File: config.mk
export PLATFORM = sky130hd
export DESIGN_NAME = wdp_top
export DESIGN_NICKNAME = d
export VERILOG_FILES = /design/src/rtl/wdp_pkg.sv /design/src/rtl/wdp_prescale.sv /design/src/rtl/wdp_divider.sv /design/src/rtl/wdp_counter.sv /design/src/rtl/wdp_pulse.sv /design/src/rtl/wdp_top.sv
export SDC_FILE = /design/constraint.sdc
export NUM_CORES = 1
export LEC_CHECK = 0
export BUFFER_PORTS_ARGS = -buffer_cell sky130_fd_sc_hd__buf_2
export CORE_MARGIN = 5
export CORE_UTILIZATION = 50
export CTS_CLUSTER_SIZE = 30
export DETAILED_ROUTE_END_ITERATION = 10
export PLACE_DENSITY_LB_ADDON = 0.1
export SLEW_MARGIN = 20
export SYNTH_ARGS = -nofsm -noshare
export SYNTH_HDL_FRONTEND = slang
export SYNTH_SLANG_ARGS = --single-unit
export TNS_END_PERCENT = 20
File: constraint.sdc
create_clock -name clk -period 2.1 [get_ports clk]
set_input_delay 0.21 -clock clk [delete_from_list [all_inputs] [get_ports clk]]
set_output_delay 0.21 -clock clk [all_outputs]
set_load 0.1 [all_outputs]
File: src/rtl/wdp_pkg.sv
package wdp_pkg;

   typedef enum logic [1:0] {
      SEL_CTRL   = 2'd0,
      SEL_RELOAD = 2'd1,
      SEL_COUNT  = 2'd2,
      SEL_NONE   = 2'd3
   } wdp_sel_e;

   // control word field positions
   localparam int CTL_RST_BIT = 0;
   localparam int CTL_IRQ_BIT = 2;
   localparam int CTL_DIV_LSB = 3;
   localparam int CTL_RUN_BIT = 5;
   localparam int CTL_PRE_LSB = 8;

   typedef struct packed {
      logic [7:0] presc;
      logic       run;
      logic [1:0] dsel;
      logic       irq_en;
      logic       rst_en;
   } wdp_ctl_t;

endpackage

File: src/rtl/wdp_prescale.sv
module wdp_prescale #(
   parameter int PRESC_W = 8
) (
   input  logic               clk,
   input  logic               rst_n,
   input  logic               run_i,
   input  logic [PRESC_W-1:0] presc_i,
   output logic               tick_o
);

   logic [PRESC_W-1:0] cnt_q;

   // >= keeps the stage bounded if the value is lowered mid-count
   assign tick_o = run_i && (cnt_q >= presc_i);

   always_ff @(posedge clk or negedge rst_n) begin
      if (!rst_n)      cnt_q <= '0;
      else if (!run_i) cnt_q <= '0;
      else if (tick_o) cnt_q <= '0;
      else             cnt_q <= cnt_q + 1'b1;
   end

   // a halted prescaler restarts from zero
   p_pre_cleared_r7: assert property (@(posedge clk) disable iff (!rst_n)
      !run_i |=> (cnt_q == '0));

endmodule

File: src/rtl/wdp_divider.sv
module wdp_divider #(
   parameter int SEL_W    = 2,
   parameter int BASE_LOG = 4
) (
   input  logic             clk,
   input  logic             rst_n,
   input  logic             run_i,
   input  logic             pre_tick_i,
   input  logic [SEL_W-1:0] sel_i,
   output logic             tick_o
);

   localparam int NSEL  = 1 << SEL_W;
   localparam int DIV_W = BASE_LOG + NSEL - 1;

   logic [DIV_W-1:0] div_q;
   logic [NSEL-1:0]  tap;

   // one tap per selectable factor: low bits all ones
   for (genvar s = 0; s < NSEL; s++) begin : g_tap
      assign tap[s] = &div_q[BASE_LOG+s-1:0];
   end

   if (BASE_LOG < 1) begin : g_bad_base
      $error("wdp_divider: BASE_LOG must be at least 1");
   end

   assign tick_o = pre_tick_i && tap[sel_i];

   always_ff @(posedge clk or negedge rst_n) begin
      if (!rst_n)          div_q <= '0;
      else if (!run_i)     div_q <= '0;
      else if (pre_tick_i) div_q <= div_q + 1'b1;
   end

   // every factor is at least 2, so ticks never come back to back
   p_tick_spaced_r3: assert property (@(posedge clk) disable iff (!rst_n)
      tick_o |=> !tick_o);

endmodule

File: src/rtl/wdp_counter.sv
module wdp_counter #(
   parameter int           CNT_W    = 16,
   parameter logic [15:0]  CNT_INIT = 16'hFFFF
) (
   input  logic             clk,
   input  logic             rst_n,
   input  logic             tick_i,
   input  logic             run_i,
   input  logic             wr_i,
   input  logic [CNT_W-1:0] wdata_i,
   input  logic [CNT_W-1:0] reload_i,
   input  logic             irq_en_i,
   output logic [CNT_W-1:0] cnt_o,
   output logic             expire_o,
   output logic             irq_o
);

   logic [CNT_W-1:0] cnt_q;
   logic             irq_q;

   assign expire_o = tick_i && (cnt_q == '0) && !wr_i;
   assign cnt_o    = cnt_q;
   assign irq_o    = irq_q;

   always_ff @(posedge clk or negedge rst_n) begin
      if (!rst_n)        cnt_q <= CNT_W'(CNT_INIT);
      else if (wr_i)     cnt_q <= wdata_i;
      else if (tick_i)   cnt_q <= (cnt_q == '0) ? reload_i : cnt_q - 1'b1;
   end

   always_ff @(posedge clk or negedge rst_n) begin
      if (!rst_n) irq_q <= 1'b0;
      else        irq_q <= expire_o && irq_en_i;
   end

   // halted and not written, the count holds
   p_frozen_r7: assert property (@(posedge clk) disable iff (!rst_n)
      (!run_i && !wr_i) |=> $stable(cnt_q));

   // the interrupt is a single-cycle pulse
   p_irq_single_r4: assert property (@(posedge clk) disable iff (!rst_n)
      irq_q |=> !irq_q);

   // no interrupt unless it was enabled
   p_irq_gated_r5: assert property (@(posedge clk) disable iff (!rst_n)
      irq_q |-> $past(irq_en_i));

endmodule

File: src/rtl/wdp_pulse.sv
module wdp_pulse #(
   parameter int LEN = 128
) (
   input  logic clk,
   input  logic rst_n,
   input  logic fire_i,
   output logic pulse_o
);

   localparam int LW = $clog2(LEN + 1);

   if (LEN < 1) begin : g_bad_len
      $error("wdp_pulse: LEN must be at least 1");
   end

   logic [LW-1:0] left_q;

   always_ff @(posedge clk or negedge rst_n) begin
      if (!rst_n)              left_q <= '0;
      else if (fire_i)         left_q <= LW'(LEN);
      else if (left_q != '0)   left_q <= left_q - 1'b1;
   end

   assign pulse_o = (left_q != '0);

   // the pulse only starts from an expiry with reset enabled
   p_rst_start_r6: assert property (@(posedge clk) disable iff (!rst_n)
      $rose(pulse_o) |-> $past(fire_i));

endmodule

File: src/rtl/wdp_top.sv
module wdp_top
   import wdp_pkg::*;
#(
   parameter int          CNT_W      = 16,
   parameter int          PRESC_W    = 8,
   parameter int          SEL_W      = 2,
   parameter int          BASE_LOG   = 4,
   parameter int          RST_CYCLES = 128,
   parameter logic [15:0] INIT_VAL   = 16'hFFFF
) (
   input  logic             clk,
   input  logic             rst_n,
   input  logic [1:0]       bus_addr,
   input  logic             bus_we,
   input  logic [CNT_W-1:0] bus_wdata,
   output logic [CNT_W-1:0] bus_rdata,
   output logic             irq_o,
   output logic             sys_rst_o
);

   if (CNT_W < CTL_PRE_LSB + PRESC_W) begin : g_bad_w
      $error("wdp_top: CNT_W too narrow for the control word");
   end
   if (SEL_W != 2) begin : g_bad_sel
      $error("wdp_top: division select field is two bits wide");
   end

   logic [PRESC_W-1:0] presc_q;
   logic [SEL_W-1:0]   dsel_q;
   logic               run_q, irq_en_q, rst_en_q;
   logic [CNT_W-1:0]   reload_q;
   logic [CNT_W-1:0]   cnt;
   logic               pre_tick, div_tick, expire, irq;
   logic               wr_ctl, wr_rel, wr_cnt;
   logic [CNT_W-1:0]   ctl_word;

   assign wr_ctl = bus_we && (bus_addr == SEL_CTRL);
   assign wr_rel = bus_we && (bus_addr == SEL_RELOAD);
   assign wr_cnt = bus_we && (bus_addr == SEL_COUNT);

   always_ff @(posedge clk or negedge rst_n) begin
      if (!rst_n) begin
         presc_q  <= '0;
         dsel_q   <= '0;
         run_q    <= 1'b0;
         irq_en_q <= 1'b0;
         rst_en_q <= 1'b0;
      end else if (wr_ctl) begin
         presc_q  <= bus_wdata[CTL_PRE_LSB +: PRESC_W];
         dsel_q   <= bus_wdata[CTL_DIV_LSB +: SEL_W];
         run_q    <= bus_wdata[CTL_RUN_BIT];
         irq_en_q <= bus_wdata[CTL_IRQ_BIT];
         rst_en_q <= bus_wdata[CTL_RST_BIT];
      end
   end

   always_ff @(posedge clk or negedge rst_n) begin
      if (!rst_n)      reload_q <= CNT_W'(INIT_VAL);
      else if (wr_rel) reload_q <= bus_wdata;
   end

   always_comb begin
      ctl_word = '0;
      ctl_word[CTL_PRE_LSB +: PRESC_W] = presc_q;
      ctl_word[CTL_DIV_LSB +: SEL_W]   = dsel_q;
      ctl_word[CTL_RUN_BIT]            = run_q;
      ctl_word[CTL_IRQ_BIT]            = irq_en_q;
      ctl_word[CTL_RST_BIT]            = rst_en_q;
   end

   always_comb begin
      unique case (bus_addr)
         SEL_CTRL:   bus_rdata = ctl_word;
         SEL_RELOAD: bus_rdata = reload_q;
         SEL_COUNT:  bus_rdata = cnt;
         default:    bus_rdata = '0;
      endcase
   end

   wdp_prescale #(.PRESC_W(PRESC_W)) u_pre (
      .clk(clk), .rst_n(rst_n), .run_i(run_q),
      .presc_i(presc_q), .tick_o(pre_tick));

   wdp_divider #(.SEL_W(SEL_W), .BASE_LOG(BASE_LOG)) u_div (
      .clk(clk), .rst_n(rst_n), .run_i(run_q), .pre_tick_i(pre_tick),
      .sel_i(dsel_q), .tick_o(div_tick));

   wdp_counter #(.CNT_W(CNT_W), .CNT_INIT(INIT_VAL)) u_cnt (
      .clk(clk), .rst_n(rst_n), .tick_i(div_tick), .run_i(run_q),
      .wr_i(wr_cnt), .wdata_i(bus_wdata), .reload_i(reload_q),
      .irq_en_i(irq_en_q), .cnt_o(cnt), .expire_o(expire), .irq_o(irq));

   wdp_pulse #(.LEN(RST_CYCLES)) u_rst (
      .clk(clk), .rst_n(rst_n), .fire_i(expire && rst_en_q),
      .pulse_o(sys_rst_o));

   assign irq_o = irq;

   // after an expiry the count holds the reload value that was in force
   p_reload_r4: assert property (@(posedge clk) disable iff (!rst_n)
      irq_o |-> (cnt == $past(reload_q)));

   // a count write lands on its own edge
   p_cnt_write_r8: assert property (@(posedge clk) disable iff (!rst_n)
      wr_cnt |=> (cnt == $past(bus_wdata)));

endmodule

Word level (Yosys, flattened, before mapping)
Index checks and enable logic that the tools add are counted.
{"block": "totals", "ff_bits": 69, "elab_cells": 51, "inputBits": 21, "output_inout_bits": 18}
{"block": "op_classes", "add_sub_neg": 4, "eq_ne": 3, "order_cmp": 2, "n_reduce_logical": 19, "n_mux": 12}
{"op": "$mux W16", "count": 3}
{"op": "$pmux W16 S3", "count": 1}
{"op": "$mux W8", "count": 4}
{"op": "$logic_not A16 Y1", "count": 1}
{"op": "$sub A16 B1 Y16 const B", "count": 1}
{"op": "$mux W7", "count": 2}
{"op": "$logic_and A1 B1 Y1", "count": 9}
{"op": "$add A8 B1 Y8 const B", "count": 1}
{"op": "$ge A8 B8 Y1", "count": 1}
{"op": "$reduce_bool A8 Y1", "count": 1}
{"op": "$sub A8 B1 Y8 const B", "count": 1}
{"op": "$add A7 B1 Y7 const B", "count": 1}
{"op": "$reduce_and A7 Y1", "count": 1}
{"op": "$reduce_and A6 Y1", "count": 1}
{"op": "$reduce_and A5 Y1", "count": 1}
{"op": "$reduce_and A4 Y1", "count": 1}
{"op": "$reduce_bool A2 Y1", "count": 2}
{"op": "$lt A2 B3 Y1 const B", "count": 1}
{"op": "$bmux W1 S2", "count": 1}
{"op": "$eq A2 B1 Y1 const B", "count": 1}
{"op": "$eq A2 B2 Y1 const B", "count": 1}
{"op": "$logic_not A2 Y1", "count": 1}
{"op": "$ne A2 B1 Y1 const B", "count": 1}
{"op": "$logic_not A1 Y1", "count": 1}
{"op": "$mux W1", "count": 1}

Depth between registers and ports, before layout
Gate-level depths: netlist (run 1).
{"block": "logic_depth", "ltp_word": 8, "depth_mapped": 11, "ltp_nobuf": 10}

By module
Synthesis (run 1) repeated with hierarchy kept, for this count alone.
{"block": "hier_totals", "cells_unflattened": 417, "area_unflattened_um2": 4414.2}
{"module": "wdp_top", "instances": 1, "cells_per_inst": 101, "seq_area_each_um2": 745.7, "area_per_inst_um2": 1556.5}
{"module": "wdp_counter", "instances": 1, "cells_per_inst": 173, "seq_area_each_um2": 445.4, "area_per_inst_um2": 1417.6}
{"module": "wdp_prescale", "instances": 1, "cells_per_inst": 59, "seq_area_each_um2": 200.2, "area_per_inst_um2": 576.8}
{"module": "wdp_pulse", "instances": 1, "cells_per_inst": 48, "seq_area_each_um2": 200.2, "area_per_inst_um2": 452.9}
{"module": "wdp_divider", "instances": 1, "cells_per_inst": 36, "seq_area_each_um2": 175.2, "area_per_inst_um2": 410.4}

Least setup slack after synthesis (run 1)
OpenSTA, ideal clock, no wires.
{"block": "synth_timing", "path_type": "input to output", "start": "input port bus_addr[1]", "end": "output port bus_rdata[0]", "stages": 4, "path_slack_ps": -1315, "arrival_time_ps": 3205, "n_path_buf": 2, "required_time_ps": 1890, "path_cell_list": "clkbuf_1 buf_1 mux2i_1 o21ai_0"}
{"block": "synth_via", "elab_chain_len": 2, "word_cells_on_any_way": 4, "cone_classes": "eq/ne: 2; mux: 1; reduce/logical: 1"}
{"item": "from (decl)", "line": "wdp_top.sv:13", "text": "input logic [1:0] bus_addr,"}
{"item": "$eq A2 B2 Y1, or another cell as far along", "line": "wdp_top.sv:72", "text": "unique case (bus_addr)"}
{"item": "$pmux W16 S3 *", "line": "wdp_top.sv:72"}
{"item": "to (decl)", "line": "wdp_top.sv:16", "text": "output logic [CNT_W-1:0] bus_rdata,"}
Mark *: on every way between the ends. The rest lies on a longest branch, timed or not.

Worst setup path after layout (run 1)
{"block": "layout_timing", "start": "register presc_q[1]", "end": "register u_cnt.cnt_q[15] (netlist: u_cnt.cnt_o[15])"}
{"block": "layout_via", "elab_chain_len": 4}
{"item": "from (decl)", "line": "wdp_top.sv:28", "text": "logic [PRESC_W-1:0] presc_q;"}
{"item": "from (signal assigned)", "line": "wdp_top.sv:49", "text": "presc_q <= bus_wdata[CTL_PRE_LSB +: PRESC_W];"}
{"item": "$ge A8 B8 Y1", "line": "wdp_prescale.sv:14", "text": "assign tick_o = run_i && (cnt_q >= presc_i);"}
{"item": "$logic_and A1 B1 Y1", "line": "wdp_prescale.sv:14"}
{"item": "$logic_and A1 B1 Y1", "line": "wdp_divider.sv:28", "text": "assign tick_o = pre_tick_i && tap[sel_i];"}
{"item": "$reduce_bool A2 Y1 (no source line)"}
{"item": "to (signal assigned)", "line": "wdp_counter.sv:26", "text": "if (!rst_n) cnt_q <= CNT_W'(CNT_INIT);"}
{"item": "to (signal assigned)", "line": "wdp_counter.sv:27", "text": "else if (wr_i) cnt_q <= wdata_i;"}
{"item": "to (signal assigned)", "line": "wdp_counter.sv:28", "text": "else if (tick_i) cnt_q <= (cnt_q == '0) ? reload_i : cnt_q - 1'b1;"}
{"item": "to (decl)", "line": "wdp_counter.sv:18", "text": "logic [CNT_W-1:0] cnt_q;"}
Every way passes these cells.
A chain may end at the register's enable or synchronous reset.

==> results of run 1 <==
-- power by group through the flow --
stage | Sequential, mW | Clock (mW) | Combinational (mW)
2_1_floorplan | 1.72 | 0 | 0.825
3_3_place_gp | 1.77 | 0 | 1.25
3_5_place_dp | 1.78 | 0 | 1.27
4_1_cts | 1.76 | 1.13 | 1.28
5_1_grt | 1.80 | 1.19 | 1.45
6_report | 1.77 | 1.10 | 1.36
-- worst reg2reg max path: stages (launching register included) --
cell and delay, ns:
dfrtp_1 0.37, inv_1 0.09, ha_4 0.28, and3_4 0.19, o21ai_2 0.07, a31o_2 0.29
a21boi_4 0.29, buf_6 0.19, o2111ai_2 0.11, a21boi_1 0.17
-- Yosys cell counts (all sizes together), types with 5 or more instances --
| cell type | instances | share of area, % |
|---|---|---|
| dfstp | 32 | 21 |
| mux2i | 17 | 4.2 |
| ha | 13 | 4.0 |
| nor3 | 13 | 1.6 |
| o21ai | 38 | 4.8 |
| nand3 | 15 | 1.9 |
| clkbuf | 12 | 1.1 |
| xnor2 | 7 | 1.5 |
| nor2 | 43 | 4.0 |
| and2 | 7 | 1.1 |
| dfrtp | 37 | 23 |
| nor2b | 5 | 0.78 |
| a21oi | 13 | 1.6 |
| mux2 | 23 | 6.4 |
| nor4 | 5 | 1.7 |
| a211oi | 6 | 1.1 |
| xor2 | 6 | 1.3 |
| a31oi | 11 | 1.7 |
| nand2 | 42 | 3.9 |
| buf | 7 | 1.2 |
| inv | 17 | 1.6 |
| and3 | 5 | 0.78 |
| or3 | 5 | 0.78 |
-- metrics by stage --
stage / worst slack (ns) / hold slack (ns) / utilization (%)
2_1_floorplan: -0.0965 / -0.0856 / -
3_3_place_gp: 0.0116 / 0.266 / 62.3
3_5_place_dp: -0.0381 / 0.264 / 62.3
4_1_cts: -0.0212 / 0.0938 / 65.2
5_1_grt: -0.0909 / 0.103 / 68.4
6_report: -0.00534 / 0.0999 / 68.4
-- area by class of cell --
class | instances | area, um^2
inverters | 17 | 63.8
repair buffers | 83 | 838
well taps | 102 | 128
clock buffers | 10 | 138
multi-input cells | 317 | 2320
fillers | 621 | 2450
flip-flops and latches | 69 | 1770
clock inverters | 6 | 62.6
-- state kept, by name, indices dropped and copies added (netlist names), 2 cells and up --
| register | count |
|---|---|
| u_rst.left_q | 8 |
| presc_q | 8 |
| u_cnt.cnt_o | 16 |
| u_pre.cnt_q | 8 |
| reload_q | 16 |
| u_div.div_q | 7 |
| dsel_q | 2 |
-- logic make-up after synthesis --
family                     count (synthesis)  share of synthesized area [%]
muxes                                     40                           10.7
AOI/OAI and AO/OA                         96                           15.1
xor gates and xnor gates                  13                           2.83
buffers and inverters                     36                           3.86
adders and majority gates                 13                           4.04
and+or+nand+nor                          155                           19.6
DFF                                       69                           43.9
-- layout by cell type (no fill, tap or decap), drive strengths merged, types with 4 or more instances in the layout --
cell type,instances
xnor2,7
xor2,6
o2111ai,4
nand2,42
nand3,15
a31oi,11
a21boi,4
a211oi,6
nor3,13
inv,17
o21ai,38
dfstp,32
buf,81
or2,4
mux2,23
a21oi,13
ha,13
and3,5
or3,5
dfrtp,37
nor4,5
clkbuf,11
mux2i,17
nor2b,5
and2,7
nor2,43
-- per-layer routing --
layer	routed length (um)	global-route usage, %
met2	5390	35.2
met3	464	3.79
met5	0	0
met4	136	6.41
met1	4760	29.0
-- what timing repair did --
action / in CTS / in global routing
endpoints found under the setup margin: 11 / 35
buffers inserted: 0 / 6
cloned: 0 / 2
pin swaps: 0 / 19
endpoints found under the hold margin: 37 / 0
hold buffers: 1 / 0
resized for setup: 5 / 39
-- how the worst max path moves through the flow --
stage	start	to	slack, ns	depth (start not counted)
finish	presc_q[1]$_DFFE_PN0P_	u_cnt.cnt_o[15]$_DFFE_PN1P_	-0.005	9
global placement	u_cnt.cnt_o[0]$_DFFE_PN1P_	u_cnt.cnt_o[4]$_DFFE_PN1P_	0.01	8
global route	presc_q[2]$_DFFE_PN0P_	u_cnt.cnt_o[15]$_DFFE_PN1P_	-0.09	9
floorplan	u_cnt.cnt_o[4]$_DFFE_PN1P_	bus_rdata[4]	-0.1	2
detailed placement	u_div.div_q[1]$_DFFE_PN0P_	u_cnt.cnt_o[6]$_DFFE_PN1P_	-0.04	12
CTS	presc_q[6]$_DFFE_PN0P_	u_cnt.cnt_o[5]$_DFFE_PN1P_	-0.02	9
==> reports/results.tsv, run 1 <==
stage	metric	value	unit
outcome	outcome	finished with violations	
outcome	failing checks	setup timing	
drt	Total Wirelength	10.7	mm
cts	TritonCTS Buffers	9	
drt	Vias/cell	5.76	
power	Final Total Pwr	4.24	mW
place	Placement Cell Area	0.00484	mm^2
timing	Setup WS post-layout	-0.00534	ns
timing	worst slew pin tran	0.560	ns
grt	first-pass GRT wire length	17.2	mm
place	# port buffers	38	
cells_and_area	layout cells sized above 1	40.0	%
timing	Final Hold Fails	0	
power	Reg power frac	41.9	%
floorplanning	Die W	99.7	um
logic_synthesis	Synth cell types	57	
floorplanning	core area	0.00777	mm^2
timing	Final Setup Violations	1	
drt	DR vias	3481	
worst_setup_path	Slowest-stage cell, CP	dfrtp_1	
place	RePlAce Congestion	0.882	
power	clock share of power	26.0	%
power	VDD IR max	0.000452	V
worst_setup_path	Crit Path Max Fanout	6	
timing	clock skew	0.00825	ns
cells_and_area	post-route cell area	0.00531	mm^2
cts	CTS tree	yes	
timing	Slew headroom	62.6	%
worst_setup_path	endpoint class of the critical path	flop	
worst_setup_path	critical path launch point type	flop	
logic_synthesis	Synth Instances	422	
worst_setup_path	critical-path cell list	inv_1, ha_4, and3_4, o21ai_2, a31o_2, a21boi_4, buf_6, o2111ai_2, a21boi_1	
floorplanning	Ports	39	
worst_hold_path	worst min-delay path category	input port to flop	
worst_setup_path	Crit path max-delay family	compound AO/OA/AOI/OAI gates	
logic_synthesis	EDFF count, synth	0	
grt	vias in the first global route	3407	
power	Comb pwr share	32.2	%
grt	antenna violations before repair	0	
worst_hold_path	hold path start	bus_wdata[6]	
floorplanning	Initial Utilization	51.8	%
logic_synthesis	Synth Area per Inst	9.54	um^2
drt	Detailed Route Iter0 Violations	143	
cts	clock buffer depth	2	
power	Leakage	2.27	nW
worst_setup_path	worst reg2reg startpoint	presc_q[1]$_DFFE_PN0P_	
logic_synthesis	Synth Register Bits	69	
worst_setup_path	kind of critical path	flop to flop	
grt	Tot GR Track Use	21.5	%
worst_hold_path	Hold Crit Depth	3	
worst_setup_path	Arrival @ worst endpoint	2.38	ns
worst_setup_path	sum of buffers and inverters on the critical path	2	
job	max_cap viols	0	
drt	antenna-violating nets left	0	
timing	fin crit share	100	%
logic_synthesis	Post-synth ARST share	100	%
cells_and_area	# nets final	531	
cells_and_area	antenna cell count	0	
timing	Slew Viols, Final	0	
timing	total negative setup slack	-0.00534	ns
cts	CTS H-tree depth	3	
power	power per cell area	798	mW/mm^2
floorplanning	row count	32	
power	Sw Ratio	35.7	%
place	placed cells	579	
logic_synthesis	sequential area share after synthesis	43.9	%
cts	Skew-Pair Late Insertion Delay	0.35	ns
cts	CTS sink count	69	
power	Switch Pwr	1.51	mW
floorplanning	Die H	99.7	um
worst_setup_path	flop2flop setup slack	-0.005	ns
timing	Peak Freq	475	MHz
drt	Residual DRC	0	
worst_setup_path	R2R cell count	9	
power	internal power	2.73	mW
floorplanning	Die ar.	0.00994	mm^2
logic_synthesis	Mapped Nets	456	
worst_setup_path	CP max stage delay	0.37	ns
cts	CTS root buf	clkbuf_8	
logic_synthesis	Synth Flop Type	dfrtp_1	
worst_hold_path	hold endpoint	u_cnt.cnt_o[6]$_DFFE_PN1P_	
place	hpwl dp	7.54	mm
grt	grt total ovfl	0	
timing	RSZ-0062 raised after global routing	true	
cells_and_area	Non-Filler Instances	604	
timing	fin crit period	2.11	ns
cells_and_area	Layout area overhead	32.0	%
worst_setup_path	Reg2Reg Capture Point	u_cnt.cnt_o[15]$_DFFE_PN1P_	
logic_synthesis	Yosys warning count	0	
worst_setup_path	critical path data required time	2.38	ns
drt	1st-pass router iterations	4	
logic_synthesis	cell area after synthesis	0.00402	mm^2
grt	largest net degree at the start of global routing	70	
drt	routed wire length per instance	17.8	um
cts	Clk pin slew, worst setup/hold paths	0.08	ns
No activity file was read; power rests on OpenSTA's default activity.
==> run 2, diff against run 1 <==
MAX_ROUTING_LAYER = met4   (was unset)
REMOVE_ABC_BUFFERS = 1   (was unset)
==> reports/results.tsv, run 2 (synthesis gave the netlist of run 1 again) <==
stage	metric	value	unit	change
outcome	outcome	finished with violations		
outcome	failing checks	setup timing		
worst_hold_path	Hold Crit Depth	3		unchanged
floorplanning	Die H	99.7	um	unchanged
timing	Slew Viols, Final	0		unchanged
power	Switch Pwr	1.49	mW	-1.4%
cells_and_area	filler instances	608		-2.1%
worst_setup_path	Reg2Reg Capture Point	u_cnt.cnt_o[1]$_DFFE_PN1P_		
power	VDD IR max	0.000507	V	+12%
place	hpwl dp	7.41	mm	-1.8%
grt	vias in the first global route	3461		+1.6%
worst_setup_path	flop2flop setup slack	-0.002	ns	about the same
cts	CTS sink count	69		unchanged
cells_and_area	post-route cell area	0.00537	mm^2	+1.0%
worst_setup_path	R2R cell count	8		-1
timing	Peak Freq	476	MHz	+0.16%
floorplanning	Ports	39		unchanged
power	internal power	2.85	mW	+4.4%
worst_setup_path	critical path data required time	2.38	ns	about the same
drt	Vias/cell	5.92		+2.7%
worst_setup_path	Arrival @ worst endpoint	2.39	ns	about the same
cts	clock buffer depth	2		unchanged
cells_and_area	# nets final	535		+0.75%
timing	worst slew pin tran	0.687	ns	+0.127 ns
cts	TritonCTS Buffers	9		unchanged
job	max_cap viols	0		unchanged
drt	Total Wirelength	11.1	mm	+3.1%
grt	antenna violations before repair	0		unchanged
power	Final Total Pwr	4.34	mW	+2.4%
worst_setup_path	CP max stage delay	0.42	ns	+0.05 ns
worst_hold_path	worst min-delay path category	input port to flop		
cells_and_area	Layout area overhead	33.4	%	
power	power per cell area	808	mW/mm^2	+1.3%
worst_hold_path	hold endpoint	u_cnt.cnt_o[6]$_DFFE_PN1P_		
drt	1st-pass router iterations	5		+1
drt	antenna-violating nets left	0		unchanged
cts	Skew-Pair Late Insertion Delay	0.36	ns	about the same
grt	Tot GR Track Use	22.8	%	+1.3 points
power	clock share of power	27.9	%	+1.9 points
floorplanning	core area	0.00777	mm^2	unchanged
grt	grt total ovfl	0		unchanged
power	Leakage	2.29	nW	+1.1%
timing	clock skew	0.0109	ns	+0.00267 ns
cts	Clk pin slew, worst setup/hold paths	0.08	ns	about the same
drt	Residual DRC	0		unchanged
timing	Final Hold Fails	0		unchanged
place	# port buffers	38		unchanged
worst_setup_path	critical path launch point type	flop		
power	Reg power frac	40.7	%	-1.2 points
timing	Setup WS post-layout	-0.00194	ns	+0.00340 ns
cells_and_area	antenna cell count	0		unchanged
timing	Fin Hold WS	0.0824	ns	-0.0175 ns
power	Sw Ratio	34.4	%	-1.3 points
cts	CTS H-tree depth	3		unchanged
worst_setup_path	worst reg2reg startpoint	u_pre.cnt_q[1]$_DFF_PN0_		
worst_hold_path	hold path start	bus_wdata[6]		
power	Comb pwr share	31.4	%	-0.8 points
timing	Final Setup Violations	1		unchanged
grt	first-pass GRT wire length	17.4	mm	+1.0%
grt	largest net degree at the start of global routing	70		unchanged
cells_and_area	commonest cells after routing, fill and taps aside	40 x nand2_1, 40 x buf_4, 39 x nor2_1		
cts	CTS tree	yes		
floorplanning	Die ar.	0.00994	mm^2	unchanged
floorplanning	Initial Utilization	51.8	%	unchanged
timing	fin crit share	100	%	-0.16 points
timing	fin crit period	2.10	ns	-0.00340 ns
place	Placement Cell Area	0.00479	mm^2	-0.96%
floorplanning	row count	32		unchanged
cells_and_area	layout cells sized above 1	39.3	%	-0.71 points
drt	Detailed Route Iter0 Violations	214		+50%
timing	RSZ-0062 raised after global routing	true		
worst_setup_path	endpoint class of the critical path	flop		
timing	Slew headroom	54.2	%	-8.4 points
timing	total negative setup slack	-0.00194	ns	+0.00340 ns
drt	routed wire length per instance	18.2	um	+2.4%
place	RePlAce Congestion	0.881		about the same
worst_setup_path	kind of critical path	flop to flop		
worst_setup_path	Slowest-stage cell, CP	dfrtp_1		
worst_setup_path	critical-path cell list	ha_4, and3_1, o21ai_1, a31o_2, a21boi_4, clkbuf_16, o211ai_1, a31oi_1		
worst_setup_path	Crit Path Max Fanout	4		-2
cells_and_area	Final Util	69.1	%	+0.69 points
drt	DR vias	3599		+3.4%
floorplanning	Die W	99.7	um	unchanged
cts	CTS root buf	clkbuf_8		
-- run 2: changes by cell type in the layout (fill, tap and decap cells not counted), moves of 2 or more --
cell / change
o21ai_0: +13
o21ai_2: -12
buf_4: +4
buf_6: -4
clkinvlp_4: -3
nor2_1: -3
nor2_2: +3
a21oi_1: -2
a21oi_2: +2
a31oi_4: +2
buf_12: +2
-- run 2: how the worst max path moves through the flow --
stage	startpoint	to	slack [ns]
floorplan	u_cnt.cnt_o[8]$_DFFE_PN1P_	bus_rdata[8]	-0.87
global placement	u_pre.cnt_q[6]$_DFF_PN0_	u_cnt.cnt_o[9]$_DFFE_PN1P_	0.03
detailed placement	presc_q[6]$_DFFE_PN0P_	u_cnt.cnt_o[11]$_DFFE_PN1P_	-0.04
CTS	presc_q[1]$_DFFE_PN0P_	u_div.div_q[1]$_DFFE_PN0P_	0.007
global route	u_div.div_q[1]$_DFFE_PN0P_	u_cnt.cnt_o[1]$_DFFE_PN1P_	-0.13
finish	u_pre.cnt_q[1]$_DFF_PN0_	u_cnt.cnt_o[1]$_DFFE_PN1P_	-0.002
-- run 2: stage by stage --
| step | cells | setup slack (ns) |
|---|---|---|
| 6_report | 608 | -0.00194 |
| 4_1_cts | 593 | 0.00708 |
| 5_1_grt | 608 | -0.126 |
| 2_1_floorplan | 403 | -0.869 |
| 3_3_place_gp | 576 | 0.0252 |
| 3_5_place_dp | 576 | -0.0392 |
-- run 2: routing by layer --
layer  up-vias  global-route usage (%)  share of wire, %
met4         0                    7.56               1.8
met5         -                       -                 0
met1      1778                    30.4                43
met3        20                    4.28               6.6
met2       127                    35.1                48
li1       1674                       -                 -
-- run 2: layout make-up --
| type | count | area [um^2] | area share, % |
|---|---|---|---|
| well taps | 102 | 128 | 2.38 |
| flip-flops and latches | 69 | 1770 | 32.9 |
| clock buffers | 11 | 141 | 2.63 |
| inverters | 17 | 63.8 | 1.19 |
| clock inverters | 5 | 73.8 | 1.38 |
| multi-input cells | 317 | 2300 | 42.9 |
| repair buffers | 87 | 893 | 16.6 |
-- run 2: worst max-delay path, delay by kind of cell, from the launching register on --
kind                       cells  cell delay [ns]
AOI/OAI and AO/OA              5             0.96
DFF                            1             0.42
adders and majority gates      1             0.28
buffers and inverters          1             0.22
and+or+nand+nor                1             0.14
-- run 2: power by group through the flow --
stage,clock network (mW),registers [mW],logic [mW]
after floorplan,0,1.73,0.764
after global placement,0,1.77,1.21
after detailed placement,0,1.78,1.23
after CTS,1.22,1.75,1.25
after global routing,1.29,1.79,1.45
final,1.21,1.76,1.36
-- run 2: timing repair --
action	in CTS	in global routing
hold buffers	1	0
cloned	0	3
pin swaps	1	20
hold endpoints to repair	37	0
setup buffers	0	12
gates resized for setup	5	40
endpoints found under the setup margin	14	37
